`src/rtl/sal_pkg.sv`:
```
package sal_pkg;

    typedef enum logic [4:0] {
        OP_ADD     = 5'd0,
        OP_ADDW    = 5'd1,
        OP_ADDSAT  = 5'd2,
        OP_SUB     = 5'd3,
        OP_SUBW    = 5'd4,
        OP_SUBSAT  = 5'd5,
        OP_SH1ADD  = 5'd6,
        OP_SH1ADDW = 5'd7,
        OP_SH2ADD  = 5'd8,
        OP_SH2ADDW = 5'd9,
        OP_SH3ADD  = 5'd10,
        OP_SH3ADDW = 5'd11,
        OP_ADDIMM  = 5'd12,
        OP_ADDIMMW = 5'd13,
        OP_INS16   = 5'd14
    } op_e;

    localparam logic [4:0] FIRST_UNIMPL = 5'd15;

    typedef enum logic [1:0] {
        PATH_ARITH  = 2'd0,
        PATH_SAT    = 2'd1,
        PATH_INSERT = 2'd2,
        PATH_NONE   = 2'd3
    } path_e;

    typedef struct packed {
        path_e      path;
        logic [1:0] shamt;
        logic       negate;
        logic       use_imm;
        logic       narrow;
    } ctl_t;

endpackage

```
`src/rtl/sal_decode.sv`:
```
module sal_decode
    import sal_pkg::*;
(
    input  logic [4:0] op_sel,
    output ctl_t       ctl
);

    always_comb begin
        ctl = '{path: PATH_NONE, shamt: 2'd0, negate: 1'b0, use_imm: 1'b0, narrow: 1'b0};
        case (op_sel)
            OP_ADD:     ctl.path = PATH_ARITH;
            OP_ADDW:    begin ctl.path = PATH_ARITH; ctl.narrow = 1'b1; end
            OP_ADDSAT:  ctl.path = PATH_SAT;
            OP_SUB:     begin ctl.path = PATH_ARITH; ctl.negate = 1'b1; end
            OP_SUBW:    begin ctl.path = PATH_ARITH; ctl.negate = 1'b1; ctl.narrow = 1'b1; end
            OP_SUBSAT:  begin ctl.path = PATH_SAT; ctl.negate = 1'b1; end
            OP_SH1ADD:  begin ctl.path = PATH_ARITH; ctl.shamt = 2'd1; end
            OP_SH1ADDW: begin ctl.path = PATH_ARITH; ctl.shamt = 2'd1; ctl.narrow = 1'b1; end
            OP_SH2ADD:  begin ctl.path = PATH_ARITH; ctl.shamt = 2'd2; end
            OP_SH2ADDW: begin ctl.path = PATH_ARITH; ctl.shamt = 2'd2; ctl.narrow = 1'b1; end
            OP_SH3ADD:  begin ctl.path = PATH_ARITH; ctl.shamt = 2'd3; end
            OP_SH3ADDW: begin ctl.path = PATH_ARITH; ctl.shamt = 2'd3; ctl.narrow = 1'b1; end
            OP_ADDIMM:  begin ctl.path = PATH_ARITH; ctl.use_imm = 1'b1; end
            OP_ADDIMMW: begin ctl.path = PATH_ARITH; ctl.use_imm = 1'b1; ctl.narrow = 1'b1; end
            OP_INS16:   ctl.path = PATH_INSERT;
            default:    ctl.path = PATH_NONE;
        endcase
    end

endmodule

```
`src/rtl/sal_shift_adder.sv`:
```
module sal_shift_adder #(
    parameter int DATA_W = 64
) (
    input  logic [DATA_W-1:0] opnd_a,
    input  logic [DATA_W-1:0] opnd_b,
    input  logic [1:0]        shamt,
    input  logic              negate,
    output logic [DATA_W-1:0] sum
);

    logic [DATA_W-1:0] a_scaled;
    logic [DATA_W-1:0] b_term;

    always_comb begin
        a_scaled = opnd_a << shamt;
        b_term   = negate ? ~opnd_b : opnd_b;
        sum      = a_scaled + b_term + {{(DATA_W-1){1'b0}}, negate};
    end

endmodule

```
`src/rtl/sal_sat_clamp.sv`:
```
module sal_sat_clamp #(
    parameter int DATA_W = 64,
    parameter int HALF_W = 32
) (
    input  logic [DATA_W-1:0] opnd_a,
    input  logic [DATA_W-1:0] opnd_b,
    input  logic              negate,
    output logic [DATA_W-1:0] clamped
);

    localparam int EXT_W = DATA_W - HALF_W;
    localparam logic [DATA_W-1:0] POS_LIMIT = {{(EXT_W+1){1'b0}}, {(HALF_W-1){1'b1}}};
    localparam logic [DATA_W-1:0] NEG_LIMIT = {{(EXT_W+1){1'b1}}, {(HALF_W-1){1'b0}}};

    logic [DATA_W-1:0] a_wide;
    logic [DATA_W-1:0] b_wide;
    logic [DATA_W-1:0] raw;

    always_comb begin
        a_wide = {{EXT_W{opnd_a[HALF_W-1]}}, opnd_a[HALF_W-1:0]};
        b_wide = {{EXT_W{opnd_b[HALF_W-1]}}, opnd_b[HALF_W-1:0]};
        raw    = negate ? (a_wide - b_wide) : (a_wide + b_wide);
        if ($signed(raw) > $signed(POS_LIMIT)) begin
            clamped = POS_LIMIT;
        end else if ($signed(raw) < $signed(NEG_LIMIT)) begin
            clamped = NEG_LIMIT;
        end else begin
            clamped = raw;
        end
    end

endmodule

```
`src/rtl/sal_alu.sv`:
```
module sal_alu
    import sal_pkg::*;
#(
    parameter int DATA_W  = 64,
    parameter int IMM_W   = 16,
    parameter bit REG_OUT = 1'b1
) (
    input  logic              clk,
    input  logic              rst,
    input  logic [4:0]        op_sel,
    input  logic [DATA_W-1:0] src_a,
    input  logic [DATA_W-1:0] src_b,
    input  logic [IMM_W-1:0]  imm,
    output logic [DATA_W-1:0] result,
    output logic              unimpl
);

    localparam int HALF_W = DATA_W / 2;

    ctl_t              ctl;
    logic [DATA_W-1:0] imm_wide;
    logic [DATA_W-1:0] addend;
    logic [DATA_W-1:0] arith_sum;
    logic [DATA_W-1:0] sat_out;
    logic [DATA_W-1:0] ins_out;
    logic [DATA_W-1:0] next_result;
    logic              next_unimpl;

    sal_decode u_decode (
        .op_sel (op_sel),
        .ctl    (ctl)
    );

    always_comb begin
        imm_wide = {{(DATA_W-IMM_W){imm[IMM_W-1]}}, imm};
        addend   = ctl.use_imm ? imm_wide : src_b;
        ins_out  = (src_a << IMM_W) | {{(DATA_W-IMM_W){1'b0}}, imm};
    end

    sal_shift_adder #(.DATA_W(DATA_W)) u_shift_adder (
        .opnd_a (src_a),
        .opnd_b (addend),
        .shamt  (ctl.shamt),
        .negate (ctl.negate),
        .sum    (arith_sum)
    );

    sal_sat_clamp #(.DATA_W(DATA_W), .HALF_W(HALF_W)) u_sat_clamp (
        .opnd_a  (src_a),
        .opnd_b  (src_b),
        .negate  (ctl.negate),
        .clamped (sat_out)
    );

    always_comb begin
        next_unimpl = 1'b0;
        unique case (ctl.path)
            PATH_ARITH: begin
                if (ctl.narrow) begin
                    next_result = {{HALF_W{arith_sum[HALF_W-1]}}, arith_sum[HALF_W-1:0]};
                end else begin
                    next_result = arith_sum;
                end
            end
            PATH_SAT:    next_result = sat_out;
            PATH_INSERT: next_result = ins_out;
            PATH_NONE: begin
                next_result = '0;
                next_unimpl = 1'b1;
            end
        endcase
    end

    generate
        if (REG_OUT) begin : g_reg_out
            always_ff @(posedge clk) begin
                if (rst) begin
                    result <= '0;
                    unimpl <= 1'b0;
                end else begin
                    result <= next_result;
                    unimpl <= next_unimpl;
                end
            end
        end else begin : g_comb_out
            assign result = next_result;
            assign unimpl = next_unimpl;
        end
    endgenerate

endmodule

```
`config.mk`:
```
export PLATFORM = sky130hd
export DESIGN_NAME = sal_alu
export DESIGN_NICKNAME = d
export VERILOG_FILES = /design/src/rtl/sal_pkg.sv /design/src/rtl/sal_decode.sv /design/src/rtl/sal_shift_adder.sv /design/src/rtl/sal_sat_clamp.sv /design/src/rtl/sal_alu.sv
export SDC_FILE = /design/constraint.sdc
export NUM_CORES = 1
export LEC_CHECK = 0
export BUFFER_PORTS_ARGS = -buffer_cell sky130_fd_sc_hd__buf_4
export CAP_MARGIN = 20
export CORE_MARGIN = 2
export CORE_UTILIZATION = 60
export DETAILED_ROUTE_END_ITERATION = 12
export PLACE_DENSITY = 0.84
export SLEW_MARGIN = 20
export SYNTH_ARGS = -nofsm -noshare
export SYNTH_HDL_FRONTEND = slang
export SYNTH_HIERARCHICAL = 1
export SYNTH_SLANG_ARGS = --single-unit
```
`constraint.sdc`:
```
create_clock -name clk -period 7.9 [get_ports clk]
set_input_delay 0.79 -clock clk [delete_from_list [all_inputs] [get_ports clk]]
set_output_delay 0.79 -clock clk [all_outputs]
set_load 0.02 [all_outputs]
```
==> results_dict.tcl, run 1 <==
set metrics [dict create \
    grt_overflow 0 \
    rsz0062_at_grt "false" \
    cp-end-kind "flip-flop" \
    tns_ps 0 \
    status "complete, no violations" \
    die_w_um 153.0 \
    drive_above_1_share_pct 21.84 \
    clkSlewWorstSetupHoldPaths_ps 60 \
    mostFrequentLayoutCells "230 x buf_4, 125 x a21oi_1, 107 x o21ai_0" \
    ys_ff_latch 65 \
    via_per_inst 6.748 \
    antenna_found_initial 0 \
    yosysUniqueCellTypes 92 \
    fp.dieArea_mm2 0.02340 \
    grt_pass1_wl_mm 70.82 \
    synthCells 1682 \
    worstPathArrival_ps 6390 \
    holdWs_ps 734.7 \
    syn_area_per_cell_um2 7.916 \
    drt_iter0_drc 1528 \
    post_cts_buffers 0 \
    synthesis.area_mm2 0.01331 \
    cts-buffers-inserted 9 \
    synth.area.top_cells "mux4_2 10%, dfxtp_1 9.8%, ha_1 8.9%, xor2_1 6.5%, xnor2_1 5.6%" \
    ys_seq_area_share_pct 9.774 \
    synth_nets 1930 \
    dr_total_vias 13850 \
    drtAntennaViolNets 0 \
    final_common_cell "buf_4" \
    startpoint_type "input port" \
    fillers 1830 \
    post_cts_resized 0 \
    yosysTopAreaCellShare_pct 9.980 \
    yosysWarnings 6 \
    cts.path.max_buffers 2 \
    cp.required_ps 8160 \
    std_cell_rows 54 \
    synth_ff_type "dfxtp_1" \
    htree_levels 3 \
    grtUsageTotal_pct 36.95 \
    min_period_ps 6135 \
    fp.dieH_um 153.0 \
    post_drt_wl_per_cell_um 21.88 \
    p_leak_nw 6.392 \
    endpoint "result[1]" \
    io_buffers 215 \
    synth_edf_count 0 \
    cts_tree "built" \
    hold_buffers 0 \
    core_mm2 0.02182 \
    startpoint "src_b[13]" \
    layout.nets 2016 \
    synth_top_area_cell "mux4_2" \
    grt_max_degree 90 \
    drv_cap 0 \
    slew_violations 0 \
    crit_type "in -> reg" \
    relSlewSlack_pct 24.11 \
    first_global_vias 13140 \
    async_flop_share_pct 0 \
    fmaxAchievable_mhz 163.0 \
    tightest_slew_ps 1124 \
    ir_worst_vdd_v 0.00009776 \
    ios 216 \
    p_per_area_mw_per_mm2 165.5 \
    gp_congestion 1.012 \
    firstDrtPassIters 6 \
    initial_core_util_pct 61.01 \
    setup_viol 0 \
    finalWirelength_mm 44.89 \
    clockRootBuffer "clkbuf_16" \
    hpwl_mm 34.44 \
    synthToLayoutAreaGrowth_pct 12.23 \
    fin_crit_sh_pct 77.65 \
    drc 0 \
    hp-class "in -> reg" \
    finalHoldViolCount 0 \
    n_antenna_cell 0 \
    cts_sinks 65 \
    path_max_fanout 28 \
]
[power by group]
| part | switching [mW] | total (mW) | internal [mW] | leakage [nW] |
|---|---|---|---|---|
| clock network | 0.169 | 0.411 | 0.242 | 0.139 |
| logic | 0.983 | 1.67 | 0.688 | 5.71 |
| registers | 0.0196 | 0.391 | 0.371 | 0.538 |
[worst min-delay path by stage]
stage | from | endpoint | slack, ps | cells past startpoint
floorplan | src_a[39] | result[55] | 940 | 2
global placement | src_a[34] | result[50] | 1080 | 3
detailed placement | src_a[44] | result[60] | 1080 | 3
CTS | src_a[44] | result[60] | 720 | 3
global route | src_a[34] | result[50] | 750 | 3
finish | src_a[44] | result[60] | 730 | 3
[flip-flops by register name (all words and copies together) (netlist names)]
signal  flops
unimpl      1
result     64
[Yosys cell counts (40+ instances only)]
master    number
a211oi_1      70
a21o_1        51
a21oi_1      125
clkbuf_1      74
dfxtp_1       65
ha_1          95
inv_1         84
mux4_2        59
nand2_1       72
nand2b_1      80
nand3_1       52
nor2_1        87
nor2b_1       40
o21ai_0      107
xnor2_1       85
xor2_1        99
[critical path, cell delays in order]
cell,delay (ps)
buf_4,120
or4_4,560
or4_4,500
o31ai_1,640
o21ai_0,250
xnor2_1,190
ha_1,400
a21oi_1,220
o21ai_0,180
a2111oi_0,610
o31ai_1,160
a31oi_1,390
o211a_4,290
inv_4,60
nor3_4,160
buf_4,350
o21a_1,160
nand2b_1,70
a211oi_1,260
[cells by family after synthesis]
| family | after synthesis | synth area share, % |
|---|---|---|
| mux | 111 | 14.04 |
| xor+xnor | 184 | 12.10 |
| flops | 65 | 9.774 |
| compound gates | 523 | 27.66 |
| buf+inv | 241 | 8.467 |
| fa+ha+maj | 101 | 9.539 |
| simple gates | 457 | 18.42 |
[per-stage QoR]
step                      area [um^2]  total power, mW  instances  setup WS [ps]  utilization (%)
after floorplan                 13310            1.606       1682           2340                -
after global placement          14650            1.992       2037           1559            67.14
after detailed placement        14660            2.017       2037           1456            67.17
after CTS                       14940            2.434       2052           1801            68.44
after global routing            14940            2.618       2052           1422            68.47
final                           14940            2.472       2052           1765            68.47
[final cells by class]
class                   count  area [um^2]  share of cell area [%]
well taps                 280        350.3                   2.345
inverters                  86        325.3                   2.177
repair buffers            230         1727                   11.56
clock buffers              11        232.7                   1.558
multi-input cells        1376        10960                   73.35
clock inverters             4        45.04                  0.3015
flip-flops and latches     65         1301                   8.709
[per-layer routing]
metal | vias to the layer above | share of wire (%) | global-route usage (%)
met5 | - | 0 | 0
met4 | 0 | 2.9 | 10.89
met3 | 105 | 9.6 | 6.323
met2 | 841 | 46 | 58.59
met1 | 6581 | 42 | 51.72
li1 | 6319 | - | -
Note: power is estimated with default switching activity, not from simulation.
==> run 2: changes to the inputs <==
==> constraint.sdc (replaced) <==
create_clock -name clk -period 6.3 [get_ports clk]
set_input_delay 0.63 -clock clk [delete_from_list [all_inputs] [get_ports clk]]
set_output_delay 0.63 -clock clk [all_outputs]
set_load 0.02 [all_outputs]
==> results_dict.tcl, run 2 (synthesized netlist as in run 1, its figures left out) <==
set metrics [dict create \
    p_switching_mw 1.475 \
    finalHoldViolCount 0 \
    drt-met1-wl_mm 18.77 \
    place_area_mm2 0.01481 \
    final_util_pct 69.30 \
    worstPathCellList "buf_4 > or4_4 > or4_4 > o31ai_1 > buf_4 > o21ai_0 > xnor2_1 > ha_1 > a21oi_1 > o21ai_0 > a2111oi_0 > o31ai_1 > a31oi_1 > o211a_4 > inv_4 > nor3_4 > buf_8 > o21a_1 > nand2b_1 > a211oi_1" \
    hpwl_mm 35.24 \
    post_cts_resized 0 \
    grt_pass1_wl_mm 70.68 \
    std_cell_rows 54 \
    p_sw_share_pct 47.08 \
    crit_type "in -> reg" \
    slowest_stage "a2111oi_0" \
    drt_iter0_drc 1321 \
    post_cts_buffers 0 \
    clock_power_share_pct 17.0 \
    fp.dieArea_mm2 0.02340 \
    drtAntennaViolNets 0 \
    critical_path.max_stage_delay_ps 650 \
    first_global_vias 13080 \
    finalWirelength_mm 45.30 \
    total_power_mw 3.134 \
    slew_violations 0 \
    tns_ps 0 \
    cts_sinks 65 \
    htree_levels 3 \
    drive_above_1_share_pct 22.76 \
    largest_register "result" \
    grtUsageTotal_pct 37.34 \
    fin_crit_sh_pct 89.97 \
    io_buffers 215 \
    clockRootBuffer "clkbuf_16" \
    mostFrequentLayoutCells "248 x buf_4, 125 x a21oi_1, 107 x o21ai_0" \
    antenna_found_initial 0 \
    ir_worst_vdd_v 0.0001074 \
    hp-class "in -> reg" \
    fp.dieH_um 153.0 \
    initial_core_util_pct 61.01 \
    rsz0062_at_grt "false" \
    path_max_fanout 15 \
    met2WireLength_mm 20.35 \
    p_per_area_mw_per_mm2 207.2 \
    startpoint_type "input port" \
    drc 0 \
    worstPathArrival_ps 5920 \
    largest_register_ffs 64 \
    synthToLayoutAreaGrowth_pct 13.60 \
    fmaxAchievable_mhz 176.4 \
    gp_congestion 1.004 \
    n_antenna_cell 0 \
    via_per_inst 6.687 \
    status "complete, no violations" \
    tightest_slew_ps 941.0 \
    cts-buffers-inserted 9 \
    hold_buffers 0 \
    fillers 1863 \
    post_drt_wl_per_cell_um 21.85 \
    final_common_cell "buf_4" \
    reg_top3 "result (64), unimpl (1)" \
    setup_viol 0 \
    postLayoutCellArea_mm2 0.01512 \
    cts.path.max_buffers 2 \
    wl_met3_mm 4.515 \
    die_w_um 153.0 \
    drv_cap 0 \
    cts_tree "built" \
    p_leak_nw 6.498 \
    min_period_ps 5668 \
    cp-end-kind "flip-flop" \
    ios 216 \
    p_int_mw 1.658 \
    relSlewSlack_pct 36.45 \
    core_mm2 0.02182 \
    p_seq_share_pct 15.5 \
    grt_max_degree 86 \
    combPwrFrac_pct 67.5 \
    layout.nets 2036 \
    top_layer "met4" \
    firstDrtPassIters 6 \
    grt_overflow 0 \
    cp.required_ps 6560 \
    clkSlewWorstSetupHoldPaths_ps 60 \
    dr_total_vias 13860 \
]
[run 2: final timing paths]
kind / start / end / slack [ps] / depth (start not counted)
max: src_b[13] / result[17] / 630 / 20
min: src_a[32] / result[48] / 580 / 3
[run 2: cell type report]
cell class	instances	area (um^2)	share of cell area (%)
Clock buffer	11	242.7	1.605
Sequential cell	65	1301	8.604
Tap cell	280	350.3	2.316
Inverter	86	325.3	2.151
Clock inverter	5	55.05	0.3640
Timing Repair Buffer	250	1897	12.54
Multi-Input combinational cell	1376	10950	72.42
[run 2: metal layers]
metal / vias to the layer above / track usage (%)
li1: 6381 / -
met1: 6593 / 50.47
met2: 772 / 58.87
met3: 116 / 7.939
met4: 0 / 13.76
met5: - / 0
[run 2: stage by stage]
stage | setup WS, ps | instances | hold WS, ps
finish | 631.8 | 2073 | 576.2
global route | 323.4 | 2073 | 578.2
CTS | 316.0 | 2072 | 571.0
detailed placement | 56.21 | 2056 | 930.0
global placement | 306.3 | 2056 | 920.8
floorplan | 899.9 | 1682 | 778.1
[run 2: power groups by stage]
stage,Clock (mW),Sequential (mW),Combinational (mW)
2_1_floorplan,0,0.556,1.46
3_3_place_gp,0,0.494,2.02
4_1_cts,0.534,0.486,2.06
5_1_grt,0.553,0.490,2.27
6_report,0.531,0.486,2.12
3_5_place_dp,0,0.494,2.05
[run 2: critical path: cells and delay by family]
kind | cells | cell delay (ps)
xor+xnor | 1 | 150
fa+ha+maj | 1 | 400
buf+inv | 4 | 600
simple gates | 4 | 1700
compound gates | 10 | 2440
